## config.mk

```make
export PLATFORM = sky130hd
export DESIGN_NAME = cal_sequencer
export DESIGN_NICKNAME = d
export VERILOG_FILES = /design/src/rtl/cal_sequencer.sv
export SDC_FILE = /design/constraint.sdc
export NUM_CORES = 1
export LEC_CHECK = 0
export BUFFER_PORTS_ARGS = -buffer_cell sky130_fd_sc_hd__buf_2
export CORE_ASPECT_RATIO = 0.6
export CORE_MARGIN = 2
export CORE_UTILIZATION = 54
export DETAILED_ROUTE_END_ITERATION = 6
export PLACE_DENSITY = 0.86
export REMOVE_ABC_BUFFERS = 1
export SLEW_MARGIN = 15
export SYNTH_ARGS = -nofsm -noshare
export SYNTH_HDL_FRONTEND = slang
export SYNTH_SLANG_ARGS = --single-unit
```

## constraint.sdc

```tcl
create_clock -name clk -period 2.3 [get_ports clk]
set_input_delay 0.46 -clock clk [delete_from_list [all_inputs] [get_ports clk]]
set_output_delay 0.46 -clock clk [all_outputs]
set_load 0.02 [all_outputs]
```

## src/rtl/cal_sequencer.sv

```systemverilog
`timescale 1ns/1ps
module cal_sequencer #(
  parameter int N_DEV       = 4,
  parameter int DW          = 8,
  parameter int ADDR_W      = 4,
  parameter int STAT_ADDR   = 2,
  parameter int VID_ADDR    = 3,
  parameter int MODE_ADDR   = 4,
  parameter int MODE_CAL    = 1,
  parameter int MODE_NORMAL = 0,
  parameter int CAL_DEV     = 1,
  parameter int TIMEOUT     = 256,
  parameter int DEV_W       = $clog2(N_DEV + 1)
) (
  input  logic              clk,
  input  logic              rst_n,
  input  logic              start,
  input  logic [DW-1:0]     vid_ext,
  input  logic              fault_in,
  output logic              req_valid,
  output logic              req_write,
  output logic [DEV_W-1:0]  req_dev,
  output logic [ADDR_W-1:0] req_addr,
  output logic [DW-1:0]     req_wdata,
  input  logic              resp_ack,
  input  logic [DW-1:0]     resp_rdata,
  input  logic              err_clk,
  input  logic              err_data,
  output logic              st_valid,
  output logic [DW-1:0]     st_data,
  output logic              busy,
  output logic              done,
  output logic              fault_req,
  output logic [3:0]        fault_stage
);
  localparam int TW = (TIMEOUT > 1) ? $clog2(TIMEOUT) : 1;
  localparam int BW = $clog2(DW);
  localparam logic [TW-1:0]     T_LAST = TW'(TIMEOUT - 1);
  localparam logic [BW-1:0]     B_LAST = BW'(DW - 1);
  localparam logic [DEV_W-1:0]  D_LAST = DEV_W'(N_DEV);
  localparam logic [DEV_W-1:0]  D_CAL  = DEV_W'(CAL_DEV);
  localparam logic [ADDR_W-1:0] A_STAT = ADDR_W'(STAT_ADDR);
  localparam logic [ADDR_W-1:0] A_VID  = ADDR_W'(VID_ADDR);
  localparam logic [ADDR_W-1:0] A_MODE = ADDR_W'(MODE_ADDR);
  localparam logic [DW-1:0]     M_CAL  = DW'(MODE_CAL);
  localparam logic [DW-1:0]     M_NORM = DW'(MODE_NORMAL);

  typedef enum logic [3:0] {
    S_IDLE = 4'd0, S_POLL = 4'd1, S_VID = 4'd2, S_CAL = 4'd3, S_SHIFT = 4'd4,
    S_STORE = 4'd5, S_NORM = 4'd6, S_DONE = 4'd7, S_FAULT = 4'd8
  } st_t;

  st_t st, nx;
  logic [DEV_W-1:0] dev;
  logic [TW-1:0]    wcnt;
  logic [BW-1:0]    bcnt;
  logic [DW-1:0]    sr;
  logic             err_q;
  logic [3:0]       stage_q;

  wire err_rise = err_clk & ~err_q;
  wire in_cal   = st inside {S_CAL, S_SHIFT, S_STORE, S_NORM, S_DONE};
  wire tmo      = req_valid && !resp_ack && (wcnt == T_LAST);

  assign req_valid = st inside {S_POLL, S_VID, S_CAL, S_NORM};
  assign req_write = req_valid && (st != S_POLL);
  assign req_dev   = (st == S_POLL) ? dev : D_CAL;

  always_comb begin
    req_addr  = '0;
    req_wdata = '0;
    case (st)
      S_POLL: req_addr = A_STAT;
      S_VID:  begin req_addr = A_VID;  req_wdata = vid_ext; end
      S_CAL:  begin req_addr = A_MODE; req_wdata = M_CAL;   end
      S_NORM: begin req_addr = A_MODE; req_wdata = M_NORM;  end
      default: ;
    endcase
  end

  always_comb begin
    nx = st;
    if (in_cal && fault_in) nx = S_FAULT;
    else if (tmo) nx = S_FAULT;
    else begin
      case (st)
        S_IDLE:  if (start) nx = S_POLL;
        S_POLL:  if (resp_ack) begin
                   if (resp_rdata != '0) nx = S_FAULT;
                   else if (dev == D_LAST) nx = S_VID;
                 end
        S_VID:   if (resp_ack) nx = S_CAL;
        S_CAL:   if (resp_ack) nx = S_SHIFT;
        S_SHIFT: if (err_rise && bcnt == B_LAST) nx = S_STORE;
        S_STORE: nx = S_NORM;
        S_NORM:  if (resp_ack) nx = S_DONE;
        S_DONE:  if (start) nx = S_POLL;
        default: nx = st;
      endcase
    end
  end

  always_ff @(posedge clk) begin
    if (!rst_n) begin
      st      <= S_IDLE;
      dev     <= '0;
      wcnt    <= '0;
      bcnt    <= '0;
      sr      <= '0;
      err_q   <= 1'b0;
      stage_q <= '0;
    end else begin
      st    <= nx;
      err_q <= err_clk;
      if (nx == S_FAULT && st != S_FAULT) stage_q <= st;
      if (!req_valid || resp_ack) wcnt <= '0;
      else wcnt <= wcnt + 1'b1;
      if (st == S_IDLE || st == S_DONE) dev <= DEV_W'(1);
      else if (st == S_POLL && resp_ack) dev <= dev + 1'b1;
      if (st != S_SHIFT) bcnt <= '0;
      else if (err_rise) bcnt <= bcnt + 1'b1;
      if (st == S_SHIFT && err_rise) sr <= {sr[DW-2:0], err_data};
    end
  end

  assign st_valid    = (st == S_STORE) && !fault_in;
  assign st_data     = sr;
  assign busy        = !(st inside {S_IDLE, S_DONE, S_FAULT});
  assign done        = (st == S_DONE);
  assign fault_req   = (st == S_FAULT);
  assign fault_stage = stage_q;

  assert_flags_excl_R1: assert property (@(posedge clk) disable iff (!rst_n)
    $onehot0({busy, done, fault_req}));

  assert_store_then_normal_R6: assert property (@(posedge clk) disable iff (!rst_n)
    st_valid |=> (req_valid && req_write && req_addr == A_MODE && req_wdata == M_NORM));

  assert_done_after_ack_R6: assert property (@(posedge clk) disable iff (!rst_n)
    $rose(done) |-> $past(req_valid && resp_ack));

  assert_timeout_fault_R7: assert property (@(posedge clk) disable iff (!rst_n)
    (req_valid && !resp_ack && wcnt == T_LAST) |=> fault_req);

  assert_fault_frozen_R8: assert property (@(posedge clk) disable iff (!rst_n)
    fault_req |=> (fault_req && $stable(fault_stage)));

  assert_cal_fault_R9: assert property (@(posedge clk) disable iff (!rst_n)
    ((done || st_valid || (req_valid && req_write && req_addr == A_MODE)) && fault_in) |=> fault_req);
endmodule

```

==> report_table.html, run 1 <==
<table>
<tr><th>Metric</th><th>Value</th></tr>
<tr><th colspan="2">Routing</th></tr>
<tr><td>Final ANT Viol Nets</td><td>0</td></tr>
<tr><td>Number of remaining DRC errors</td><td>0</td></tr>
<tr><td>Detailed-router iteration count before antenna repair</td><td>5</td></tr>
<tr><td>First DRT Iteration DRCs</td><td>131</td></tr>
<tr><td>Average detailed-routed wire length per instance</td><td>12.61 um</td></tr>
<tr><td>Post-DR vias/cell</td><td>5.236</td></tr>
<tr><td>Total Routed Length</td><td>3.631 mm</td></tr>
<tr><td>Via count</td><td>1,508</td></tr>
<tr><th colspan="2">Die</th></tr>
<tr><td>Initial standard-cell utilization of the core</td><td>58.43%</td></tr>
<tr><td>Placeable core region</td><td>0.002947 mm2</td></tr>
<tr><td>Num ports</td><td>56</td></tr>
<tr><td>Die span in x</td><td>76.90 um</td></tr>
<tr><td>Number of rows in the core area</td><td>15</td></tr>
<tr><td>Full die area</td><td>0.003671 mm2</td></tr>
<tr><td>Die Height</td><td>47.74 um</td></tr>
<tr><th colspan="2">Timing</th></tr>
<tr><td>Final clock period utilization by the worst path</td><td>90.01%</td></tr>
<tr><td>Number of setup violations in the final report</td><td>0</td></tr>
<tr><td>Clock skew</td><td>0.002546 ns</td></tr>
<tr><td>Worst-case headroom to the max-slew limit</td><td>62.49%</td></tr>
<tr><td>Number of endpoints with negative hold slack in the final report</td><td>0</td></tr>
<tr><td>Smallest setup slack after layout</td><td>0.2298 ns</td></tr>
<tr><td>Number of slew-limit violations in the final report</td><td>0</td></tr>
<tr><td>Unrepaired setup endpoints after global routing</td><td>false</td></tr>
<tr><td>Transition at the pin with the smallest max-transition slack</td><td>0.5603 ns</td></tr>
<tr><td>Maximum clock rate</td><td>483.0 MHz</td></tr>
<tr><td>Min cycle time layout</td><td>2.070 ns</td></tr>
<tr><th colspan="2">Setup path</th></tr>
<tr><td>FF-to-FF Start</td><td>st[0]</td></tr>
<tr><td>Required time at the worst-slack endpoint</td><td>1.84 ns</td></tr>
<tr><td>Worst Path Max Fanout</td><td>11</td></tr>
<tr><td>Crit Reg-Reg Endpoint</td><td>st[3]</td></tr>
<tr><td>Critical path endpoint category</td><td>primary output</td></tr>
<tr><td>Launching element type of the critical path</td><td>flip-flop</td></tr>
<tr><td>Worst r2r path cells</td><td>4</td></tr>
<tr><td>Type of the setup path with the least slack</td><td>reg2out</td></tr>
<tr><td>Setup slack, reg-to-reg</td><td>0.59 ns</td></tr>
<tr><td>Critical path arrival</td><td>1.61 ns</td></tr>
<tr><th colspan="2">Global route</th></tr>
<tr><td>Number of antenna violations at the first check in global routing</td><td>0</td></tr>
<tr><td>Largest net degree at the start of global routing</td><td>24</td></tr>
<tr><td>Via count of the first global-routing pass</td><td>1,277</td></tr>
<tr><td>Global-route wire length before repair</td><td>5.844 mm</td></tr>
<tr><td>Total overflow reported by the global router</td><td>0</td></tr>
<tr><td>Total global routing track utilization</td><td>20.96%</td></tr>
<tr><th colspan="2">Clock network</th></tr>
<tr><td>H-tree level count</td><td>2</td></tr>
<tr><td>Setup Buffers After CTS</td><td>0</td></tr>
<tr><td>Number of resized instances in the post-cts repair step</td><td>0</td></tr>
<tr><td>CTS Root Buffer Type</td><td>clkbuf_8</td></tr>
<tr><td>CTS sink count</td><td>31</td></tr>
<tr><td>Clock tree from TritonCTS</td><td>yes</td></tr>
<tr><td>Bufs on Longest Clock Path</td><td>2</td></tr>
<tr><td>CTS Hold Buffers Added</td><td>0</td></tr>
<tr><td>Latest clock arrival within the worst-skew pair</td><td>0.28 ns</td></tr>
<tr><td>Num CTS Buffers</td><td>5</td></tr>
<tr><td>Clock slew at the register clock pins of the worst setup and hold paths</td><td>0.06 ns</td></tr>
<tr><th colspan="2">Min path</th></tr>
<tr><td>Tightest Hold Check Type</td><td>in2reg</td></tr>
<tr><td>Worst-case hold path end point</td><td>err_q</td></tr>
<tr><td>Min-Delay Startpoint</td><td>err_clk</td></tr>
<tr><td>Hold-critical path depth</td><td>2</td></tr>
<tr><th colspan="2">Place</th></tr>
<tr><td>Routability congestion estimate</td><td>0.8817</td></tr>
<tr><td>Post-Place Cell Area</td><td>0.001976 mm2</td></tr>
<tr><td>HPWL after detailed placement</td><td>2.661 mm</td></tr>
<tr><td>Dpl ws</td><td>0.3506 ns</td></tr>
<tr><td>Port Buf Inserts</td><td>54</td></tr>
<tr><th colspan="2">Synthesis</th></tr>
<tr><td>Largest cells by area after synthesis</td><td>dfxtp_1, mux2i_1, nor2_1</td></tr>
<tr><td>Syn. warnings</td><td>0</td></tr>
<tr><td>Count of flip-flops with a built-in enable after synthesis</td><td>0</td></tr>
<tr><td>Async set-reset flop share out of synthesis</td><td>0%</td></tr>
<tr><td>Share of Yosys cell area claimed by the top area cell type</td><td>36.05%</td></tr>
<tr><td>Post-Syn Instances</td><td>192</td></tr>
<tr><td>Commonest register cell after synthesis</td><td>dfxtp_1</td></tr>
<tr><td>Total of flip-flops plus latches after synthesis</td><td>31</td></tr>
<tr><td>Number of distinct library cells after synthesis</td><td>44</td></tr>
<tr><td>Netlist area before placement</td><td>0.001722 mm2</td></tr>
<tr><td>Sequential element share of the synthesized area</td><td>36.05%</td></tr>
<tr><td>Post-Syn Area per Cell</td><td>8.967 um2</td></tr>
<tr><td>Cell taking the most area after synthesis</td><td>dfxtp_1</td></tr>
<tr><th colspan="2">Power and ir drop</th></tr>
<tr><td>Power density cells</td><td>681.3 mW/mm2</td></tr>
<tr><td>Static leakage</td><td>1.001 nW</td></tr>
<tr><td>Peak ir drop on the vdd network</td><td>0.4187 mV</td></tr>
<tr><td>Overall power of the completed layout</td><td>1.430 mW</td></tr>
<tr><th colspan="2">Outcome</th></tr>
<tr><td>Result of the run</td><td>finished, final reports clean</td></tr>
<tr><th colspan="2">Final layout</th></tr>
<tr><td>Filler cells</td><td>240</td></tr>
<tr><td>Number of inserted diodes</td><td>0</td></tr>
<tr><td>Total area of sequential cells</td><td>625.6 um2</td></tr>
<tr><td>Final design instance area without fill</td><td>0.002098 mm2</td></tr>
<tr><td>Fraction of the core area covered by cells at the end of the flow</td><td>71.21%</td></tr>
<tr><td>Layout overhead on the synthesized area</td><td>21.87%</td></tr>
<tr><td>Area of the multi-input gates</td><td>975.9 um2</td></tr>
<tr><td>Fraction of final layout cells sized beyond drive strength 1</td><td>33.33%</td></tr>
<tr><td>Fin nets</td><td>273</td></tr>
<tr><th colspan="2">Flow run</th></tr>
<tr><td>Number of max-cap violations</td><td>0</td></tr>
</table>
## logic make-up after synthesis
kind of cell	share of synthesized area, %
AO/OA/AOI/OAI	11.48
XOR/XNOR	4.579
adder cells (fa/ha/maj)	3.634
buffers and inverters	7.267
flip-flops	36.05
multiplexers	7.558
other	0.2178
AND/OR/NAND/NOR	29.21
## routing by layer
layer	wire [um]	vias up	track usage [%]
li1	-	767	-
met4	68	0	10.18
met5	0	-	0
met2	1442	71	32.11
met1	1815	661	28.54
met3	304	9	5.283
## sequential cells by signal (all words and copies together), names as in the netlist
signal,count
st_data,8
dev,3
wcnt,8
st,4
fault_stage,4
bcnt,3
err_q,1
## Yosys cell counts (3+ instances only)
cell,n
buf_6,3
dfxtp_1,31
xnor2_1,6
nand2_1,18
mux2i_1,13
o21ai_0,4
ha_1,5
nor2b_1,11
nand3_1,9
and3_1,4
a21boi_0,3
and2_1,10
a21oi_1,3
clkbuf_8,3
clkbuf_1,5
nor2_1,21
nor3_1,3
inv_1,5
xor2_1,3
## power breakdown
part / leakage, nW / total (mW) / internal [mW] / switching [mW]
sequential: 0.252 / 0.586 / 0.555 / 0.0307
combinational: 0.687 / 0.293 / 0.121 / 0.172
clock: 0.0612 / 0.551 / 0.350 / 0.201
## critical path: stages (launching register included)
cell and delay, ns:
dfxtp_2 0.38, buf_4 0.19, and3_1 0.16, o21ai_0 0.27
nor2b_1 0.16, buf_2 0.17
## layout make-up
cell class	count	share of cell area [%]
multi-input cells	143	46.51
repair buffers	59	14.67
well taps	42	2.504
inverters	5	0.8945
clock buffers	6	3.936
clock inverters	2	1.670
flip-flops and latches	31	29.82
## metrics by stage
stage	TNS, ns	instances	hold WS, ns
global route	0	288	0.4179
detailed placement	0	280	0.4511
CTS	0	288	0.4066
global placement	0	280	0.4426
finish	0	288	0.4071
floorplan	-3.949	179	0.4299
## how the worst max path moves through the flow
stage / from / endpoint / slack, ns / depth (start not counted)
final: st[0] / busy / 0.23 / 5
after global routing: st[0] / busy / 0.07 / 5
after CTS: st[0] / req_dev[2] / 0.09 / 3
after detailed placement: resp_rdata[5] / fault_stage[2] / 0.35 / 5
after global placement: resp_rdata[5] / fault_stage[0] / 0.39 / 5
after floorplan: st[1] / req_wdata[1] / -0.40 / 3
## cell usage in the layout (no fill, tap or decap), drive strengths merged, types with 6 or more instances in the layout
cell and count:
nand2 19, dfxtp 31, xnor2 6, and2 11, mux2i 13, clkbuf 6
nor2b 11, nand3 9, buf 59, nor2 21
Note: power is estimated with default switching activity, not from simulation.
==> inputs of run 2 (changes only) <==
CORE_UTILIZATION = 50   (was 54)
PLACE_DENSITY = 0.81   (was 0.86)
==> run 2 against run 1 <==
Against the previous run: sequential power is essentially flat; die area grew 7.5%; design area grew 0.42%; critical path type unchanged; maximum frequency shrank 5.4%; global-route usage shrank 2.2 points.
==> report_table.html, run 2 (same netlist as run 1, synthesis figures left out) <==
<table>
<tr><th>Metric</th><th>Value</th></tr>
<tr><th colspan="2">Timing</th></tr>
<tr><td>Total negative setup slack</td><td>0 ns (unchanged)</td></tr>
<tr><td>Transition at the pin with the smallest max-transition slack</td><td>0.5620 ns (was 0.5603 ns)</td></tr>
<tr><td>Number of setup violations in the final report</td><td>0 (unchanged)</td></tr>
<tr><td>Min cycle time layout</td><td>2.189 ns (was 2.070 ns)</td></tr>
<tr><td>Worst-case headroom to the max-slew limit</td><td>61.56% (was 62.49%)</td></tr>
<tr><td>Smallest setup slack after layout</td><td>0.1112 ns (was 0.2298 ns)</td></tr>
<tr><td>Post-Route Hold Slack</td><td>0.4018 ns (was 0.4071 ns)</td></tr>
<tr><td>Clock skew</td><td>0.006287 ns (was 0.002546 ns)</td></tr>
<tr><td>Maximum clock rate</td><td>456.9 MHz (was 483.0 MHz)</td></tr>
<tr><td>Final clock period utilization by the worst path</td><td>95.16% (was 90.01%)</td></tr>
<tr><td>Unrepaired setup endpoints after global routing</td><td>false (unchanged)</td></tr>
<tr><td>Number of slew-limit violations in the final report</td><td>0 (unchanged)</td></tr>
<tr><td>Number of endpoints with negative hold slack in the final report</td><td>0 (unchanged)</td></tr>
<tr><th colspan="2">Clock network</th></tr>
<tr><td>H-tree level count</td><td>2 (unchanged)</td></tr>
<tr><td>Clock slew at the register clock pins of the worst setup and hold paths</td><td>0.06 ns (about the same)</td></tr>
<tr><td>Latest clock arrival within the worst-skew pair</td><td>0.28 ns (about the same)</td></tr>
<tr><td>Num CTS Buffers</td><td>5 (unchanged)</td></tr>
<tr><td>Bufs on Longest Clock Path</td><td>2 (unchanged)</td></tr>
<tr><td>CTS Hold Buffers Added</td><td>0 (unchanged)</td></tr>
<tr><td>CTS sink count</td><td>31 (unchanged)</td></tr>
<tr><td>Setup Buffers After CTS</td><td>0 (unchanged)</td></tr>
<tr><td>CTS Root Buffer Type</td><td>clkbuf_8 (unchanged)</td></tr>
<tr><td>Number of resized instances in the post-cts repair step</td><td>0 (unchanged)</td></tr>
<tr><td>Clock tree from TritonCTS</td><td>yes (unchanged)</td></tr>
<tr><th colspan="2">Final layout</th></tr>
<tr><td>Leading cell types in the layout, fill and taps excluded</td><td>buf_2, dfxtp_1, nor2_1 (unchanged)</td></tr>
<tr><td>Filler cells</td><td>300 (was 240)</td></tr>
<tr><td>Most common cell after layout, fill and taps aside</td><td>buf_2 (unchanged)</td></tr>
<tr><td>Final design instance area without fill</td><td>0.002107 mm2 (was 0.002098 mm2)</td></tr>
<tr><td>Fraction of the core area covered by cells at the end of the flow</td><td>64.18% (was 71.21%)</td></tr>
<tr><td>Fraction of final layout cells sized beyond drive strength 1</td><td>32.79% (was 33.33%)</td></tr>
<tr><td>Fin nets</td><td>274 (was 273)</td></tr>
<tr><td>Layout overhead on the synthesized area</td><td>22.38% (was 21.87%)</td></tr>
<tr><td>Number of inserted diodes</td><td>0 (unchanged)</td></tr>
<tr><th colspan="2">Routing</th></tr>
<tr><td>Via count</td><td>1,500 (was 1,508)</td></tr>
<tr><td>Final ANT Viol Nets</td><td>0 (unchanged)</td></tr>
<tr><td>Total Routed Length</td><td>3.722 mm (was 3.631 mm)</td></tr>
<tr><td>Post-DR vias/cell</td><td>5.137 (was 5.236)</td></tr>
<tr><td>First DRT Iteration DRCs</td><td>140 (was 131)</td></tr>
<tr><td>Number of remaining DRC errors</td><td>0 (unchanged)</td></tr>
<tr><td>Average detailed-routed wire length per instance</td><td>12.75 um (was 12.61 um)</td></tr>
<tr><td>Detailed-router iteration count before antenna repair</td><td>4 (was 5)</td></tr>
<tr><th colspan="2">Die</th></tr>
<tr><td>Die Height</td><td>49.46 um (was 47.74 um)</td></tr>
<tr><td>Number of rows in the core area</td><td>16 (was 15)</td></tr>
<tr><td>Die span in x</td><td>79.76 um (was 76.90 um)</td></tr>
<tr><td>Num ports</td><td>56 (unchanged)</td></tr>
<tr><td>Initial standard-cell utilization of the core</td><td>52.44% (was 58.43%)</td></tr>
<tr><td>Placeable core region</td><td>0.003283 mm2 (was 0.002947 mm2)</td></tr>
<tr><td>Full die area</td><td>0.003944 mm2 (was 0.003671 mm2)</td></tr>
<tr><th colspan="2">Min path</th></tr>
<tr><td>Hold-critical path depth</td><td>2 (unchanged)</td></tr>
<tr><td>Tightest Hold Check Type</td><td>in2reg (unchanged)</td></tr>
<tr><th colspan="2">Global route</th></tr>
<tr><td>Number of antenna violations at the first check in global routing</td><td>0 (unchanged)</td></tr>
<tr><td>Largest net degree at the start of global routing</td><td>24 (unchanged)</td></tr>
<tr><td>Via count of the first global-routing pass</td><td>1,202 (was 1,277)</td></tr>
<tr><td>Global-route wire length before repair</td><td>5.713 mm (was 5.844 mm)</td></tr>
<tr><td>Total overflow reported by the global router</td><td>0 (unchanged)</td></tr>
<tr><td>Total global routing track utilization</td><td>18.72% (was 20.96%)</td></tr>
<tr><th colspan="2">Place</th></tr>
<tr><td>Routability congestion estimate</td><td>0.8823 (was 0.8817)</td></tr>
<tr><td>Port Buf Inserts</td><td>54 (unchanged)</td></tr>
<tr><td>Post-Place Cell Area</td><td>0.001987 mm2 (was 0.001976 mm2)</td></tr>
<tr><td>Dpl ws</td><td>0.3357 ns (was 0.3506 ns)</td></tr>
<tr><td>HPWL after detailed placement</td><td>2.855 mm (was 2.661 mm)</td></tr>
<tr><th colspan="2">Power and ir drop</th></tr>
<tr><td>Power density cells</td><td>679.6 mW/mm2 (was 681.3 mW/mm2)</td></tr>
<tr><td>Static leakage</td><td>1.005 nW (was 1.001 nW)</td></tr>
<tr><td>Peak ir drop on the vdd network</td><td>0.5325 mV (was 0.4187 mV)</td></tr>
<tr><th colspan="2">Setup path</th></tr>
<tr><td>Launching element type of the critical path</td><td>flip-flop (unchanged)</td></tr>
<tr><td>Critical path arrival</td><td>1.73 ns (was 1.61 ns)</td></tr>
<tr><td>Required time at the worst-slack endpoint</td><td>1.84 ns (about the same)</td></tr>
<tr><td>Type of the setup path with the least slack</td><td>reg2out (unchanged)</td></tr>
<tr><td>Critical path endpoint category</td><td>primary output (unchanged)</td></tr>
<tr><td>Worst Path Max Fanout</td><td>12 (was 11)</td></tr>
<tr><td>Worst r2r path cells</td><td>5 (was 4)</td></tr>
<tr><th colspan="2">Flow run</th></tr>
<tr><td>Number of max-cap violations</td><td>0 (unchanged)</td></tr>
<tr><th colspan="2">Outcome</th></tr>
<tr><td>Result of the run</td><td>finished, final reports clean (unchanged)</td></tr>
</table>
run 2: cell types whose count changed in the layout (fill, tap and decap cells not counted), sizes merged:
cell,change
buf,+1
run 2: cell type report:
class	count	area, um2	share of cell area, %
clock buffer	6	82.58	3.919
clock inverter	2	35.03	1.663
inverter	5	18.77	0.8907
timing repair buffer	60	315.3	14.96
tap	45	56.30	2.672
sequential	31	623.1	29.57
multi-input combinational	143	975.9	46.32
run 2: power breakdown:
part	switching [mW]	leakage [nW]	internal, mW	total (mW)
Sequential	0.0286	0.252	0.554	0.583
Combinational	0.177	0.692	0.127	0.304
Clock	0.195	0.0612	0.350	0.545
run 2: path summary, 6_finish.rpt:
check / start / end / slack [ns]
max: st[2] / st_valid / 0.11
min reg2reg: fault_stage[2] / fault_stage[2] / 0.46
max reg2reg: st[0] / wcnt[6] / 0.45
min: err_clk / err_q / 0.40
run 2: metrics by stage:
| stage | instances | power (mW) |
|---|---|---|
| after floorplan | 179 | 0.7795 |
| after global placement | 284 | 0.8874 |
| after global routing | 292 | 1.507 |
| after CTS | 292 | 1.442 |
| after detailed placement | 284 | 0.8933 |
| final | 292 | 1.432 |
run 2: worst max-delay path, stage by stage (launching register included):
cell      delay (ns)
dfxtp_1         0.62
nor2b_1         0.31
nor4bb_1        0.31
buf_2           0.21
run 2: layer usage:
layer	vias up	track usage, %	part of all wire, %
met5	-	0	0
met4	0	5.085	0.32
met3	2	4.945	6.4
met2	50	24.09	40
met1	683	29.94	53
li1	765	-	-
==> inputs of run 3 (changes only) <==
MAX_ROUTING_LAYER = met4   (was not set)
==> run 3 against run 2 <==
Against the previous run: setup slack worse by 0.00071 ns; die area unchanged; combinational power about the same; clock power about the same; register-to-register slack about the same; maximum frequency about the same; sequential share of layout area unchanged; design area unchanged; via count up 1.2%; critical path type unchanged; highest routed layer unchanged.
==> report_table.html, run 3 (same netlist as run 1, synthesis figures left out) <==
<table>
<tr><th>Metric</th><th>Value</th></tr>
<tr><th colspan="2">Die</th></tr>
<tr><td>Num ports</td><td>56 (unchanged)</td></tr>
<tr><td>Initial standard-cell utilization of the core</td><td>52.44% (unchanged)</td></tr>
<tr><td>Placeable core region</td><td>0.003283 mm2 (unchanged)</td></tr>
<tr><td>Die Height</td><td>49.46 um (unchanged)</td></tr>
<tr><td>Number of rows in the core area</td><td>16 (unchanged)</td></tr>
<tr><td>Full die area</td><td>0.003944 mm2 (unchanged)</td></tr>
<tr><td>Die span in x</td><td>79.76 um (unchanged)</td></tr>
<tr><th colspan="2">Final layout</th></tr>
<tr><td>Fraction of the core area covered by cells at the end of the flow</td><td>64.18% (unchanged)</td></tr>
<tr><td>Fraction of final layout cells sized beyond drive strength 1</td><td>32.79% (unchanged)</td></tr>
<tr><td>Leading cell types in the layout, fill and taps excluded</td><td>buf_2, dfxtp_1, nor2_1 (unchanged)</td></tr>
<tr><td>Total area of sequential cells</td><td>623.1 um2 (unchanged)</td></tr>
<tr><td>Most common cell after layout, fill and taps aside</td><td>buf_2 (unchanged)</td></tr>
<tr><td>Area of the multi-input gates</td><td>975.9 um2 (unchanged)</td></tr>
<tr><td>Number of inserted diodes</td><td>0 (unchanged)</td></tr>
<tr><td>Filler cells</td><td>300 (unchanged)</td></tr>
<tr><td>Layout overhead on the synthesized area</td><td>22.38% (unchanged)</td></tr>
<tr><td>Final non-filler cell total</td><td>292 (unchanged)</td></tr>
<tr><td>Fin nets</td><td>274 (unchanged)</td></tr>
<tr><th colspan="2">Setup path</th></tr>
<tr><td>Launching element of the worst setup path</td><td>st[2] (unchanged)</td></tr>
<tr><td>Worst Path Max Fanout</td><td>12 (unchanged)</td></tr>
<tr><td>Critical path endpoint category</td><td>primary output (unchanged)</td></tr>
<tr><td>FF-to-FF Start</td><td>st[0] (unchanged)</td></tr>
<tr><td>Type of the setup path with the least slack</td><td>reg2out (unchanged)</td></tr>
<tr><td>Critical path arrival</td><td>1.73 ns (about the same)</td></tr>
<tr><td>Required time at the worst-slack endpoint</td><td>1.84 ns (about the same)</td></tr>
<tr><td>Launching element type of the critical path</td><td>flip-flop (unchanged)</td></tr>
<tr><th colspan="2">Place</th></tr>
<tr><td>Port Buf Inserts</td><td>54 (unchanged)</td></tr>
<tr><td>Routability congestion estimate</td><td>0.8970 (was 0.8823)</td></tr>
<tr><td>Dpl ws</td><td>0.3357 ns (unchanged)</td></tr>
<tr><td>Number of cells in the design after placement</td><td>284 (unchanged)</td></tr>
<tr><td>HPWL after detailed placement</td><td>2.855 mm (unchanged)</td></tr>
<tr><th colspan="2">Global route</th></tr>
<tr><td>Global-route wire length before repair</td><td>5.706 mm (was 5.713 mm)</td></tr>
<tr><td>Total overflow reported by the global router</td><td>0 (unchanged)</td></tr>
<tr><td>Total global routing track utilization</td><td>19.20% (was 18.72%)</td></tr>
<tr><td>Number of antenna violations at the first check in global routing</td><td>0 (unchanged)</td></tr>
<tr><td>Via count of the first global-routing pass</td><td>1,205 (was 1,202)</td></tr>
<tr><td>Largest net degree at the start of global routing</td><td>24 (unchanged)</td></tr>
<tr><th colspan="2">Timing</th></tr>
<tr><td>Number of setup violations in the final report</td><td>0 (unchanged)</td></tr>
<tr><td>Number of slew-limit violations in the final report</td><td>0 (unchanged)</td></tr>
<tr><td>Smallest setup slack after layout</td><td>0.1105 ns (was 0.1112 ns)</td></tr>
<tr><td>Unrepaired setup endpoints after global routing</td><td>false (unchanged)</td></tr>
<tr><td>Post-Route Hold Slack</td><td>0.4014 ns (was 0.4018 ns)</td></tr>
<tr><td>Min cycle time layout</td><td>2.190 ns (was 2.189 ns)</td></tr>
<tr><td>Worst-case headroom to the max-slew limit</td><td>61.60% (was 61.56%)</td></tr>
<tr><td>Number of endpoints with negative hold slack in the final report</td><td>0 (unchanged)</td></tr>
<tr><td>Transition at the pin with the smallest max-transition slack</td><td>0.5614 ns (was 0.5620 ns)</td></tr>
<tr><td>Maximum clock rate</td><td>456.7 MHz (was 456.9 MHz)</td></tr>
<tr><td>Final clock period utilization by the worst path</td><td>95.20% (was 95.16%)</td></tr>
<tr><td>Clock skew</td><td>0.006266 ns (was 0.006287 ns)</td></tr>
<tr><th colspan="2">Routing</th></tr>
<tr><td>Number of remaining DRC errors</td><td>0 (unchanged)</td></tr>
<tr><td>First DRT Iteration DRCs</td><td>149 (was 140)</td></tr>
<tr><td>Detailed-router iteration count before antenna repair</td><td>4 (unchanged)</td></tr>
<tr><td>Via count</td><td>1,518 (was 1,500)</td></tr>
<tr><td>Final ANT Viol Nets</td><td>0 (unchanged)</td></tr>
<tr><td>Post-DR vias/cell</td><td>5.199 (was 5.137)</td></tr>
<tr><td>Total Routed Length</td><td>3.732 mm (was 3.722 mm)</td></tr>
<tr><td>Average detailed-routed wire length per instance</td><td>12.78 um (was 12.75 um)</td></tr>
<tr><th colspan="2">Clock network</th></tr>
<tr><td>Number of resized instances in the post-cts repair step</td><td>0 (unchanged)</td></tr>
<tr><td>Setup Buffers After CTS</td><td>0 (unchanged)</td></tr>
<tr><td>Num CTS Buffers</td><td>5 (unchanged)</td></tr>
<tr><td>Bufs on Longest Clock Path</td><td>2 (unchanged)</td></tr>
<tr><td>Latest clock arrival within the worst-skew pair</td><td>0.28 ns (about the same)</td></tr>
<tr><td>CTS Hold Buffers Added</td><td>0 (unchanged)</td></tr>
<tr><td>H-tree level count</td><td>2 (unchanged)</td></tr>
<tr><td>Clock tree from TritonCTS</td><td>yes (unchanged)</td></tr>
<tr><td>CTS Root Buffer Type</td><td>clkbuf_8 (unchanged)</td></tr>
<tr><td>CTS sink count</td><td>31 (unchanged)</td></tr>
<tr><td>Clock slew at the register clock pins of the worst setup and hold paths</td><td>0.06 ns (about the same)</td></tr>
<tr><th colspan="2">Power and ir drop</th></tr>
<tr><td>Power density cells</td><td>681.0 mW/mm2 (was 679.6 mW/mm2)</td></tr>
<tr><td>Static leakage</td><td>1.005 nW (unchanged)</td></tr>
<tr><td>Peak ir drop on the vdd network</td><td>0.5324 mV (was 0.5325 mV)</td></tr>
<tr><th colspan="2">Outcome</th></tr>
<tr><td>Result of the run</td><td>finished, final reports clean (unchanged)</td></tr>
<tr><th colspan="2">Min path</th></tr>
<tr><td>Min-Delay Startpoint</td><td>err_clk (unchanged)</td></tr>
<tr><td>Tightest Hold Check Type</td><td>in2reg (unchanged)</td></tr>
<tr><th colspan="2">Flow run</th></tr>
<tr><td>Number of max-cap violations</td><td>0 (unchanged)</td></tr>
</table>
-- run 3: final timing paths --
path | end | slack [ns] | cells past startpoint
setup / recovery | st_valid | 0.11 | 3
hold / removal | err_q | 0.40 | 2
setup reg to reg | wcnt[6] | 0.45 | 5
hold reg to reg | fault_stage[2] | 0.46 | 2
-- run 3: routing by layer --
| metal | global-route usage (%) | routed length, um |
|---|---|---|
| met1 | 29.83 | 1979 |
| met2 | 24.09 | 1494 |
| met3 | 4.945 | 249 |
| met4 | 5.085 | 8 |
| met5 | - | 0 |
-- run 3: where the power goes --
group / total (mW) / internal [mW] / switching [mW]
combinational: 0.304 / 0.127 / 0.177
sequential: 0.583 / 0.554 / 0.0287
clock: 0.548 / 0.350 / 0.198
total: 1.43 / 1.03 / 0.404
-- run 3: layout make-up --
cell class | instances | share of cell area, %
flip-flops and latches | 31 | 29.57
well taps | 45 | 2.672
clock inverters | 2 | 1.663
repair buffers | 60 | 14.96
inverters | 5 | 0.8907
clock buffers | 6 | 3.919
multi-input cells | 143 | 46.32
-- run 3: metrics by stage --
step | power (mW) | setup TNS (ns) | area (um2)
2_1_floorplan | 0.7795 | -3.949 | 1615
3_3_place_gp | 0.8874 | 0 | 1987
3_5_place_dp | 0.8933 | 0 | 1987
4_1_cts | 1.442 | 0 | 2105
5_1_grt | 1.507 | 0 | 2107
6_report | 1.435 | 0 | 2107
-- run 3: worst max-delay path, stage by stage (launching register included) --
cell and delay (ns):
dfxtp_1 0.61, nor2b_1 0.31, nor4bb_1 0.32, buf_2 0.21
